$ cat src/rtl/rtc_pkg.sv
package rtc_pkg;

    typedef struct packed {
        logic [7:0] cent;
        logic [7:0] yr;
        logic [7:0] mon;
        logic [7:0] date;
        logic [7:0] dow;
        logic [7:0] hr;
        logic [7:0] mins;
        logic [7:0] secs;
    } rtc_time_t;

    typedef struct packed {
        logic       wrap;
        logic [7:0] val;
    } rtc_step_t;

    localparam int OFF_W    = 4;
    localparam int BYTE_W   = 8;
    localparam int WHOLD_B  = 7;
    localparam int RHOLD_B  = 6;

    localparam logic [OFF_W-1:0] OFF_CENT = 4'h1;
    localparam logic [OFF_W-1:0] OFF_CTRL = 4'h8;
    localparam logic [OFF_W-1:0] OFF_SEC  = 4'h9;
    localparam logic [OFF_W-1:0] OFF_MIN  = 4'hA;
    localparam logic [OFF_W-1:0] OFF_HR   = 4'hB;
    localparam logic [OFF_W-1:0] OFF_DOW  = 4'hC;
    localparam logic [OFF_W-1:0] OFF_DATE = 4'hD;
    localparam logic [OFF_W-1:0] OFF_MON  = 4'hE;
    localparam logic [OFF_W-1:0] OFF_YR   = 4'hF;

    localparam rtc_time_t RTC_RESET = '{cent: 8'h20, yr: 8'h00, mon: 8'h01,
                                        date: 8'h01, dow: 8'h01, hr: 8'h00,
                                        mins: 8'h00, secs: 8'h00};

    function automatic logic [7:0] bcd_to_bin(input logic [7:0] b);
        return {4'd0, b[7:4]} * 8'd10 + {4'd0, b[3:0]};
    endfunction

    function automatic logic [7:0] bin_to_bcd(input logic [7:0] v);
        logic [7:0] t;
        logic [7:0] o;
        t = v / 8'd10;
        o = v % 8'd10;
        return {t[3:0], o[3:0]};
    endfunction

    function automatic logic year_is_leap(input logic [7:0] yr_bcd);
        logic [7:0] b;
        b = bcd_to_bin(yr_bcd);
        return (b[1:0] == 2'b00);
    endfunction

    function automatic logic [7:0] month_last_day(input logic [7:0] mon_bcd, input logic leap);
        logic [7:0] m;
        m = bcd_to_bin(mon_bcd);
        case (m)
            8'd2:                    return leap ? 8'd29 : 8'd28;
            8'd4, 8'd6, 8'd9, 8'd11: return 8'd30;
            default:                 return 8'd31;
        endcase
    endfunction

    // Advance one BCD field; at or past its last value it returns to first.
    function automatic rtc_step_t bcd_step(input logic [7:0] cur,
                                           input logic [7:0] last,
                                           input logic [7:0] first);
        rtc_step_t r;
        logic [7:0] b;
        b = bcd_to_bin(cur);
        if (b >= last) begin
            r.wrap = 1'b1;
            r.val  = bin_to_bcd(first);
        end else begin
            r.wrap = 1'b0;
            r.val  = bin_to_bcd(b + 8'd1);
        end
        return r;
    endfunction

endpackage

$ cat src/rtl/rtc_advance.sv
module rtc_advance
    import rtc_pkg::*;
(
    input  rtc_time_t cur_i,
    output rtc_time_t nxt_o
);
    rtc_step_t s_sec, s_min, s_hr, s_dow, s_date, s_mon, s_yr, s_cent;
    logic      en_min, en_hr, midnight, en_mon, en_yr, en_cent;
    logic [7:0] last_day;

    always_comb begin
        last_day = month_last_day(cur_i.mon, year_is_leap(cur_i.yr));
        s_sec  = bcd_step(cur_i.secs, 8'd59, 8'd0);
        s_min  = bcd_step(cur_i.mins, 8'd59, 8'd0);
        s_hr   = bcd_step(cur_i.hr,   8'd23, 8'd0);
        s_dow  = bcd_step(cur_i.dow,  8'd7,  8'd1);
        s_date = bcd_step(cur_i.date, last_day, 8'd1);
        s_mon  = bcd_step(cur_i.mon,  8'd12, 8'd1);
        s_yr   = bcd_step(cur_i.yr,   8'd99, 8'd0);
        s_cent = bcd_step(cur_i.cent, 8'd99, 8'd0);

        en_min   = s_sec.wrap;
        en_hr    = en_min & s_min.wrap;
        midnight = en_hr & s_hr.wrap;
        en_mon   = midnight & s_date.wrap;
        en_yr    = en_mon & s_mon.wrap;
        en_cent  = en_yr & s_yr.wrap;

        nxt_o      = cur_i;
        nxt_o.secs = s_sec.val;
        if (en_min)   nxt_o.mins = s_min.val;
        if (en_hr)    nxt_o.hr   = s_hr.val;
        if (midnight) nxt_o.dow  = s_dow.val;
        if (midnight) nxt_o.date = s_date.val;
        if (en_mon)   nxt_o.mon  = s_mon.val;
        if (en_yr)    nxt_o.yr   = s_yr.val;
        if (en_cent)  nxt_o.cent = s_cent.val;
    end
endmodule

$ cat src/rtl/rtc_counter.sv
module rtc_counter
    import rtc_pkg::*;
(
    input  logic      clk,
    input  logic      rst,
    input  logic      tick_i,
    input  logic      load_i,
    input  rtc_time_t load_val_i,
    output rtc_time_t cur_o,
    output rtc_time_t nxt_o
);
    rtc_time_t cur_q;

    rtc_advance u_adv (.cur_i(cur_q), .nxt_o(nxt_o));

    always_ff @(posedge clk) begin
        if (rst)         cur_q <= RTC_RESET;
        else if (load_i) cur_q <= load_val_i;
        else if (tick_i) cur_q <= nxt_o;
    end

    assign cur_o = cur_q;

    // a hold release copies the user bytes verbatim
    a_r8_load_copies: assert property (@(posedge clk) disable iff (rst)
        load_i |=> cur_q == $past(load_val_i));

    // no tick, no load, no motion
    a_r7_counter_idle: assert property (@(posedge clk) disable iff (rst)
        (!tick_i && !load_i) |=> $stable(cur_q));

    // day of week moves only when seconds wrap
    a_r6_dow_midnight_only: assert property (@(posedge clk) disable iff (rst)
        (tick_i && !load_i && cur_q.secs != 8'h59) |=> $stable(cur_q.dow));

    // year end rolls the year to 00 and moves the century
    a_r5_century_step: assert property (@(posedge clk) disable iff (rst)
        (tick_i && !load_i && cur_q.yr == 8'h99 && cur_q.mon == 8'h12 &&
         cur_q.date == 8'h31 && cur_q.hr == 8'h23 && cur_q.mins == 8'h59 &&
         cur_q.secs == 8'h59)
        |=> (cur_q.yr == 8'h00 && cur_q.cent != $past(cur_q.cent)));
endmodule

$ cat src/rtl/rtc_user_regs.sv
module rtc_user_regs
    import rtc_pkg::*;
(
    input  logic               clk,
    input  logic               rst,
    input  logic               tick_i,
    input  logic               wr_en,
    input  logic               rd_en,
    input  logic [OFF_W-1:0]   reg_off,
    input  logic [BYTE_W-1:0]  wdata,
    input  rtc_time_t          nxt_i,
    output logic [BYTE_W-1:0]  rdata,
    output logic               load_o,
    output rtc_time_t          usr_o
);
    rtc_time_t         usr_q, usr_d;
    logic [BYTE_W-1:0] ctrl_q, ctrl_d;
    logic              hold, xfer;

    assign hold = ctrl_q[WHOLD_B] | ctrl_q[RHOLD_B];
    assign xfer = tick_i & ~hold;

    always_comb begin
        usr_d = xfer ? nxt_i : usr_q;
        if (wr_en) begin
            case (reg_off)
                OFF_SEC:  usr_d.secs = wdata;
                OFF_MIN:  usr_d.mins = wdata;
                OFF_HR:   usr_d.hr   = wdata;
                OFF_DOW:  usr_d.dow  = wdata;
                OFF_DATE: usr_d.date = wdata;
                OFF_MON:  usr_d.mon  = wdata;
                OFF_YR:   usr_d.yr   = wdata;
                OFF_CENT: usr_d.cent = wdata;
                default:  ;
            endcase
        end
        ctrl_d = ctrl_q;
        if (wr_en && reg_off == OFF_CTRL) ctrl_d = wdata;
    end

    assign load_o = wr_en && (reg_off == OFF_CTRL) && ctrl_q[WHOLD_B] && !wdata[WHOLD_B];
    assign usr_o  = usr_q;

    always_ff @(posedge clk) begin
        if (rst) begin
            usr_q  <= RTC_RESET;
            ctrl_q <= '0;
        end else begin
            usr_q  <= usr_d;
            ctrl_q <= ctrl_d;
        end
    end

    always_comb begin
        rdata = '0;
        if (rd_en) begin
            case (reg_off)
                OFF_SEC:  rdata = usr_q.secs;
                OFF_MIN:  rdata = usr_q.mins;
                OFF_HR:   rdata = usr_q.hr;
                OFF_DOW:  rdata = usr_q.dow;
                OFF_DATE: rdata = usr_q.date;
                OFF_MON:  rdata = usr_q.mon;
                OFF_YR:   rdata = usr_q.yr;
                OFF_CENT: rdata = usr_q.cent;
                OFF_CTRL: rdata = ctrl_q;
                default:  rdata = '0;
            endcase
        end
    end

    // any hold bit keeps the user bytes still without a write
    a_r9_hold_freezes_user: assert property (@(posedge clk) disable iff (rst)
        (hold && !wr_en) |=> $stable(usr_q));

    // quiet cycle leaves the user copy alone
    a_r7_quiet_stable: assert property (@(posedge clk) disable iff (rst)
        (!tick_i && !wr_en) |=> $stable(usr_q));

    // a seconds write wins over a same-cycle transfer
    a_r11_write_wins: assert property (@(posedge clk) disable iff (rst)
        (wr_en && reg_off == OFF_SEC) |=> usr_q.secs == $past(wdata));

    // unmapped offsets touch no state
    a_r12_unmapped_write: assert property (@(posedge clk) disable iff (rst)
        (wr_en && reg_off == 4'h3 && !tick_i) |=> ($stable(usr_q) && $stable(ctrl_q)));
endmodule

$ cat src/rtl/rtc_regfile.sv
module rtc_regfile
    import rtc_pkg::*;
(
    input  logic        clk,
    input  logic        rst,
    input  logic        tick_1hz,
    input  logic        wr_en,
    input  logic        rd_en,
    input  logic [3:0]  reg_off,
    input  logic [7:0]  wdata,
    output logic [7:0]  rdata
);
    rtc_time_t cur_t, nxt_t, usr_t;
    logic      load;

    rtc_counter u_cnt (
        .clk(clk), .rst(rst), .tick_i(tick_1hz), .load_i(load),
        .load_val_i(usr_t), .cur_o(cur_t), .nxt_o(nxt_t)
    );

    rtc_user_regs u_usr (
        .clk(clk), .rst(rst), .tick_i(tick_1hz), .wr_en(wr_en), .rd_en(rd_en),
        .reg_off(reg_off), .wdata(wdata), .nxt_i(nxt_t), .rdata(rdata),
        .load_o(load), .usr_o(usr_t)
    );

    logic unused_cur;
    assign unused_cur = ^cur_t;
endmodule

$ cat config.mk
export PLATFORM = sky130hd
export DESIGN_NAME = rtc_regfile
export DESIGN_NICKNAME = d
export VERILOG_FILES = /design/src/rtl/rtc_pkg.sv /design/src/rtl/rtc_advance.sv /design/src/rtl/rtc_counter.sv /design/src/rtl/rtc_user_regs.sv /design/src/rtl/rtc_regfile.sv
export SDC_FILE = /design/constraint.sdc
export NUM_CORES = 1
export LEC_CHECK = 0
export ABC_AREA = 0
export BUFFER_PORTS_ARGS = -buffer_cell sky130_fd_sc_hd__buf_4
export CAP_MARGIN = 20
export CORE_ASPECT_RATIO = 1.4
export CORE_MARGIN = 3
export CORE_UTILIZATION = 42
export DETAILED_ROUTE_END_ITERATION = 10
export GPL_TIMING_DRIVEN = 1
export PLACE_DENSITY = 0.61
export REMOVE_ABC_BUFFERS = 1
export SLEW_MARGIN = 20
export SYNTH_ARGS = -nofsm -noshare
export SYNTH_HDL_FRONTEND = slang
export SYNTH_HIERARCHICAL = 1
export SYNTH_SLANG_ARGS = --single-unit
$ cat constraint.sdc
create_clock -name clk -period 14.86 [get_ports clk]
set_clock_uncertainty 0.1 [all_clocks]
set_input_delay 1.486 -clock clk [delete_from_list [all_inputs] [get_ports clk]]
set_output_delay 1.486 -clock clk [all_outputs]
set_load 0.02 [all_outputs]
==> summary.md, run 1 <==
| Metric | Value |
|---|---|
| Largest net degree at the start of global routing | 95 |
| DP Area | ~17000 um^2 |
| Clock sinks | 136 |
| Avg Cell Area, Syn | ~7.6 um^2 |
| Simple-Gate Fraction of Synth Area | 27.01% |
| Post-synth cell types | 121 |
| Net count reported at finish | 2300 |
| Post-route DRC violation count | 0 |
| CP Max Fanout | 9 |
| IO buf count | 24 |
| Total number of vias | 17340 |
| Vias in the first global route | about 17000 |
| Maximum buffer depth of the clock tree | 2 |
| ANT cells | 0 |
| Gr usage total | 23.01% |
| Root buf cell | clkbuf_16 |
| First-pass GRT wire length | 84030 um |
| Synthesized cell area | 17170 um^2 |
| Post-synth EDFFs | 0 |
| Detailed Place HPWL | 37560 um |
| CTS tree | yes |
| Die Y | 245.2 um |
| Setup crit end kind | flip-flop |
| Clk slew on worst S/H paths | 0.07 ns |
| WL final | 51350 um |
| Worst min-delay path class | reg -> reg |
| Max_cap viols | 0 |
| # IOs | 25 |
| Final hold viol count | 0 |
| Share of the cycle needed by the critical path after routing | between 40% and 50% |
| Hold bufs inserted after CTS | 0 |
| Number of fill cells in the layout | 4068 |
| Area fraction in compound gates after synthesis | between 30% and 40% |
| Cts bufs inserted | 17 |
| Routability cong. | roughly 0.9 |
| Initial antenna violation count | 1 |
| Max VDD drop | 0.00005944 V |
| H-Tree Depth | 4 |
| Tmin final | around 6.4 ns |
| CP arrival | 6.61 ns |
| Post-route ant nets | 0 |
| Post-Synth Adder-Cell Area | 9.109% |
| Post-synthesis mux area share | 5.946% |
| Status | complete, no violations |
| Placement row count | 87 |
| RSZ-0062 raised after global routing | no |
| Final Cell Area | 18060 um^2 |
| Fmax | approximately 160 MHz |
| Critical Path RT | 15.09 ns |
| Post-cts sizing count | 0 |
| Wire per inst | 18.87 um |
| Ys flop type | dfxtp_1 |
| Cell Chain, Critical Path | ha_1 > and2_1 > fa_1 > inv_1 > a211oi_2 > xnor2_1 > o21ai_0 > and2_1 > ha_1 > nor4b_1 > a31oi_1 > a21oi_1 > nor4_1 > nor2_1 > o21bai_1 > a21oi_4 > xnor2_1 > or3_1 > nand3_1 > mux2i_1 > a211oi_1 |
| Die area | 43380 um^2 |
| Cells after Synth | 2254 |
| Rel. slew slack | 28.06% |
| Combinational family with the most area after synthesis | compound AO/OA/AOI/OAI gates |
| Power Density | 63.89 nW/um^2 |
| CP max stage cell | fa_1 |
| Layout cell share with drive strength beyond 1 | 9.191% |
| Setup TNS | 0 ns |
| Layout area overhead | 5.210% |
| Worst Max-Slew Pin Slew | 1.079 ns |
| YS warnings | 6 |
| First-pass iteration count of the detailed router | 5 |
| Crit start category | flip-flop |
| Initial Util | 42.52% |
| Post-Synth XOR/XNOR Area | 6.915% |
| Setup violators final | 0 |
| Total congestion overflow | 0 |
| Setup bufs post-CTS | 0 |
| Total core area | 40390 um^2 |
| Final Max Slew Viols | 0 |
| Seq/Total Area, Yosys | 15.86% |
| Die Span X | 176.9 um |
| Crit Path Category | reg -> reg |
| WHS | 0.3841 ns |
| Number of synthesized register bits | approximately 140 |
| DRT iter0 DRCs | 1357 |
| Number of vias per cell | 6.371 |
| Worst skew pair latency | 0.43 ns |
| P_leak | 0.006605 uW |
| Max stage delay on crit path | 0.62 ns |
| Ys async rst share | 0% |
-- routing by layer --
layer	GRT usage (%)	routed length, um	vias up
met3	2.816	2253	88
met1	29.20	22310	8341
met5	0	15	-
met4	7.145	1265	2
met2	40.47	25500	486
li1	-	-	8418
-- area by class of cell --
class / count / area (um^2) / share of cell area (%)
clock buffers: 20 / 456.7 / 2.528
clock inverters: 12 / 141.4 / 0.7827
inverters: 56 / 211.5 / 1.171
multi-input cells: 1925 / 13580 / 75.17
flip-flops and latches: 136 / 2723 / 15.07
well taps: 534 / 668.1 / 3.699
repair buffers: 38 / 285.3 / 1.579
-- placed cells by master (no fill, tap or decap), drive strengths merged, types with 35 or more instances in the layout --
| master | count |
|---|---|
| nand2 | 268 |
| dfxtp | 136 |
| nor2 | 126 |
| o21ai | 121 |
| nor3 | 116 |
| a21oi | 112 |
| ha | 93 |
| nand3 | 91 |
| a211oi | 91 |
| xnor2 | 82 |
| mux2i | 78 |
| nor2b | 72 |
| a311oi | 67 |
| inv | 57 |
| xor2 | 39 |
| buf | 38 |
| and2 | 35 |
-- worst max-delay path, delay by kind of cell (launching register included) --
family | cells | cell delay, ns
AOI/OAI and AO/OA | 7 | 1.96
and+or+nand+nor | 7 | 1.70
adders and majority gates | 3 | 1.33
DFF | 1 | 0.49
xor gates and xnor gates | 2 | 0.48
buffers and inverters | 1 | 0.13
muxes | 1 | 0.09
-- Yosys cell counts, drive strengths merged, types with 17 or more instances --
library cell | count | area, um^2
nand2 | 268 | 1016
dfxtp | 136 | 2723
nor2 | 126 | 500.5
o21ai | 121 | 616.8
nor3 | 116 | 585.6
a21oi | 112 | 590.6
ha | 93 | 1164
a211oi | 91 | 753.2
nand3 | 91 | 455.4
xnor2 | 82 | 793.3
mux2i | 78 | 780.8
clkbuf | 77 | 291.5
nor2b | 72 | 450.4
a311oi | 67 | 630.6
buf | 60 | 379.1
inv | 56 | 210.2
xor2 | 39 | 349.1
and2 | 35 | 219.0
a21o | 27 | 202.7
a31oi | 26 | 162.7
o211ai | 26 | 210.2
o31ai | 22 | 170.2
a22oi | 21 | 162.6
mux2 | 21 | 240.2
and3 | 19 | 118.9
nand4 | 18 | 112.6
nor4 | 18 | 140.1
a221oi | 17 | 172.7
-- power by group --
group | internal, uW | switching (uW) | total [uW] | leakage (uW)
registers | 380 | 15.1 | 395 | 0.00110
clock network | 258 | 178 | 435 | 0.000275
logic | 122 | 202 | 324 | 0.00523
-- stage by stage --
step / util (%) / power, uW / setup slack [ns] / instances
after global placement: 43.25 / 714.4 / 8.768 / 2689
after floorplan: - / 630.9 / 7.658 / 2117
after detailed placement: 43.25 / 719.6 / 8.560 / 2689
final: 44.73 / 1154 / 8.486 / 2721
after global routing: 44.73 / 1210 / 7.918 / 2721
after CTS: 44.73 / 1152 / 8.521 / 2721
-- sequential cells by signal, indices dropped and copies added (netlist names) --
signal / cells
u_usr/ctrl_q: 8
u_cnt/cur_o: 64
u_usr/usr_o: 64
-- cell families after synthesis --
group | Yosys count
AOI/OAI and AO/OA | 692
and+or+nand+nor | 893
muxes | 99
xor gates and xnor gates | 123
DFF | 136
buffers and inverters | 193
adders and majority gates | 117
other | 1
-- worst paths after layout --
path,from,to,slack [ns],cells past startpoint
worst max-delay path,u_cnt/cur_o[39],u_cnt/cur_o[34],8.49,21
worst min-delay path,u_usr/ctrl_q[4],u_usr/ctrl_q[4],0.38,2
worst max register to register,u_cnt/cur_o[39],u_cnt/cur_o[34],8.49,21
worst min register to register,u_usr/ctrl_q[4],u_usr/ctrl_q[4],0.38,2
No activity file was read; power rests on OpenSTA's default activity.
==> run 2: changes to the inputs <==
--- a/config.mk
+++ b/config.mk
@@ -13,7 +13,7 @@
 export CORE_UTILIZATION = 42
 export DETAILED_ROUTE_END_ITERATION = 10
 export GPL_TIMING_DRIVEN = 1
-export PLACE_DENSITY = 0.61
+export PLACE_DENSITY = 0.63
 export REMOVE_ABC_BUFFERS = 1
 export SLEW_MARGIN = 20
 export SYNTH_ARGS = -nofsm -noshare
==> constraint.sdc (replaced) <==
create_clock -name clk -period 5.25 [get_ports clk]
set_clock_uncertainty 0.1 [all_clocks]
set_input_delay 0.525 -clock clk [delete_from_list [all_inputs] [get_ports clk]]
set_output_delay 0.525 -clock clk [all_outputs]
set_load 0.02 [all_outputs]
==> run 2 against run 1 <==
Net effect: critical path type unchanged; sequential power increased to 2.8 times the previous value; critical path depth is the same; hold slack got worse by 0.013 ns; largest cell class unchanged; register-to-register slack got worse by 8.4 ns; clock power grew to 2.5 times the previous value.
==> summary.md, run 2 (synthesis gave the netlist of run 1 again) <==
| Metric | Value |
|---|---|
| Commonest non-fill, non-tap cell in the layout | nand2_1 |
| Setup crit end kind | flip-flop |
| Setup violators final | 0 (unchanged) |
| Die Y | 245.2 um (unchanged) |
| Logic pwr share | 31.5% (+3.5 points) |
| Final hold viol count | 0 (unchanged) |
| Initial antenna violation count | 0 (-1) |
| Root buf cell | clkbuf_16 |
| Cell Chain, Critical Path | ha_4 > ha_4 > fa_2 > buf_6 > buf_6 > buf_4 > and2_1 > a32oi_1 > o211ai_2 > buf_4 > a22oi_2 > nor2_1 > and2_1 > o41ai_1 > o211ai_1 > a211oi_2 > o21ai_4 > xnor2_2 > o31ai_2 > mux2i_1 > a211oi_2 |
| Crit Path Category | reg -> reg |
| Share of the cycle needed by the critical path after routing | 97.49% (+55 points) |
| Largest net degree at the start of global routing | 83 (-13%) |
| CTS tree | yes |
| # IOs | 25 (unchanged) |
| Die Span X | 176.9 um (unchanged) |
| NetSw | 1142 uW (+190%) |
| WHS | 0.3706 ns (-0.01348 ns) |
| CP arrival | 5.36 ns (-1.25 ns) |
| DRT iter0 DRCs | 1500 (+11%) |
| Total core area | 40390 um^2 (unchanged) |
| Worst min-delay path class | in -> reg |
| WL final | 53890 um (+5.0%) |
| Placement-stage worst setup slack | -0.1861 ns (-8.746 ns) |
| Die area | 43380 um^2 (unchanged) |
| Max VDD drop | 0.0001723 V (+190%) |
| Worst Max-Slew Pin Slew | 1.222 ns (+0.1428 ns) |
| Final Max Slew Viols | 0 (unchanged) |
| Metal3 WL | 2516 um (+12%) |
| IO buf count | 24 (unchanged) |
| Status | complete, no violations |
| Final Cell Area | 20410 um^2 (+13%) |
| Post-route ant nets | 0 (unchanged) |
| First-pass GRT wire length | 85750 um (+2.1%) |
| Max_cap viols | 0 (unchanged) |
| Top Metal Used | met4 |
| Internal Dissipation | 2099 uW (+180%) |
| Total congestion overflow | 0 (unchanged) |
| Gr usage total | 23.35% (+0.34 points) |
| Switch share | 35.23% (+1.1 points) |
| Most frequent cells in the layout | nand2_1, buf_4, dfxtp_1 |
| Routability cong. | 0.9262 (+3.7%) |
| Total number of vias | 18210 (+5.0%) |
| Sequential Power Share | 34.5% (+0.3 points) |
| Post-route DRC violation count | 0 (unchanged) |
| CP max stage cell | o41ai_1 |
| Clock power frac | 34.0% (-3.7 points) |
| Critical Path RT | 5.49 ns (-9.60 ns) |
| Maximum buffer depth of the clock tree | 2 (unchanged) |
| Net count reported at finish | 2486 (+8.1%) |
| Power Density | 158.7 nW/um^2 (+150%) |
| Core Util, Final | 50.54% (+5.8 points) |
| Crit start category | flip-flop |
| First-pass iteration count of the detailed router | 6 (+1) |
| Metal-1 WL | 22690 um (+1.7%) |
| Initial Util | 42.52% (unchanged) |
| Layout cell share with drive strength beyond 1 | 23.22% (+14 points) |
| CP Max Fanout | 6 (-3) |
| Clock sinks | 136 (unchanged) |
| Crit path max-delay family | compound AO/OA/AOI/OAI gates |
| Clk slew on worst S/H paths | 0.07 ns (about the same) |
| CP Buf/Inv Count | 4 (+3) |
| Tmin final | 5.118 ns (-1.255 ns) |
| Hold bufs inserted after CTS | 0 (unchanged) |
| Vias in the first global route | 17150 (+3.3%) |
| Wire per inst | 18.53 um (-1.8%) |
| H-Tree Depth | 4 (unchanged) |
| Max stage delay on crit path | 0.50 ns (-0.12 ns) |
| Rel. slew slack | 17.95% (-10 points) |
| Fmax | 195.4 MHz (+25%) |
| Final WS setup | 0.1319 ns (-8.355 ns) |
| Layout area overhead | 18.87% |
| Number of vias per cell | 6.260 (-1.7%) |
| Routed wl met2 | 26930 um (+5.6%) |
| Setup TNS | 0 ns (unchanged) |
| Cts bufs inserted | 17 (unchanged) |
| P_leak | 0.007642 uW (+16%) |
| Detailed Place HPWL | 39060 um (+4.0%) |
| DP Area | 18650 um^2 (+6.8%) |
| Worst skew pair latency | 0.43 ns (about the same) |
| Placement row count | 87 (unchanged) |
[run 2: per-layer routing]
| layer | up-vias | global-route usage (%) |
|---|---|---|
| met2 | 589 | 41.85 |
| li1 | 8779 | - |
| met5 | - | 0 |
| met3 | 128 | 2.909 |
| met4 | 0 | 7.607 |
| met1 | 8714 | 28.81 |
[run 2: worst paths after layout]
| path | startpoint | end | slack, ns | depth (start not counted) |
|---|---|---|---|---|
| worst max register to register | u_cnt/cur_o[47] | u_cnt/cur_o[41] | 0.13 | 21 |
| worst max-delay path | u_cnt/cur_o[47] | u_cnt/cur_o[41] | 0.13 | 21 |
| worst min register to register | u_usr/ctrl_q[3] | u_usr/ctrl_q[3] | 0.38 | 2 |
| worst min-delay path | wdata[5] | u_usr/ctrl_q[5] | 0.37 | 3 |
[run 2: cell type report]
class / instances / area, um^2
multi-input cells: 1925 / 14560
clock buffers: 19 / 432.9
well taps: 534 / 668.1
flip-flops and latches: 136 / 2731
fillers: 3863 / 19970
inverters: 56 / 211.5
clock inverters: 13 / 98.84
repair buffers: 224 / 1700
diodes: 2 / 5.005
[run 2: what timing repair did]
item,CTS,global route
pin swaps,3,86
gates resized for setup,12,207
setup buffers,3,26
setup endpoints to repair,19,84
[run 2: worst register-to-register path, delay by kind of cell, from the launching register on]
kind,cells,cell delay [ns]
xor+xnor,1,0.15
buf+inv,4,0.57
simple gates,3,0.52
mux,1,0.14
fa+ha+maj,3,0.89
flops,1,0.34
compound gates,9,2.31
[run 2: metrics by stage]
stage               instances  power (uW)
floorplan                2117        1786
global placement         2847        2068
detailed placement       2847        2085
CTS                      2882        3181
global route             2907        3412
finish                   2909        3240
[run 2: power by group through the flow]
stage               combinational (uW)  sequential (uW)  clock [uW]
detailed placement                 947             1140           0
CTS                                953             1120        1110
floorplan                          662             1120           0
global route                      1140             1120        1150
finish                            1020             1120        1100
global placement                   932             1140           0
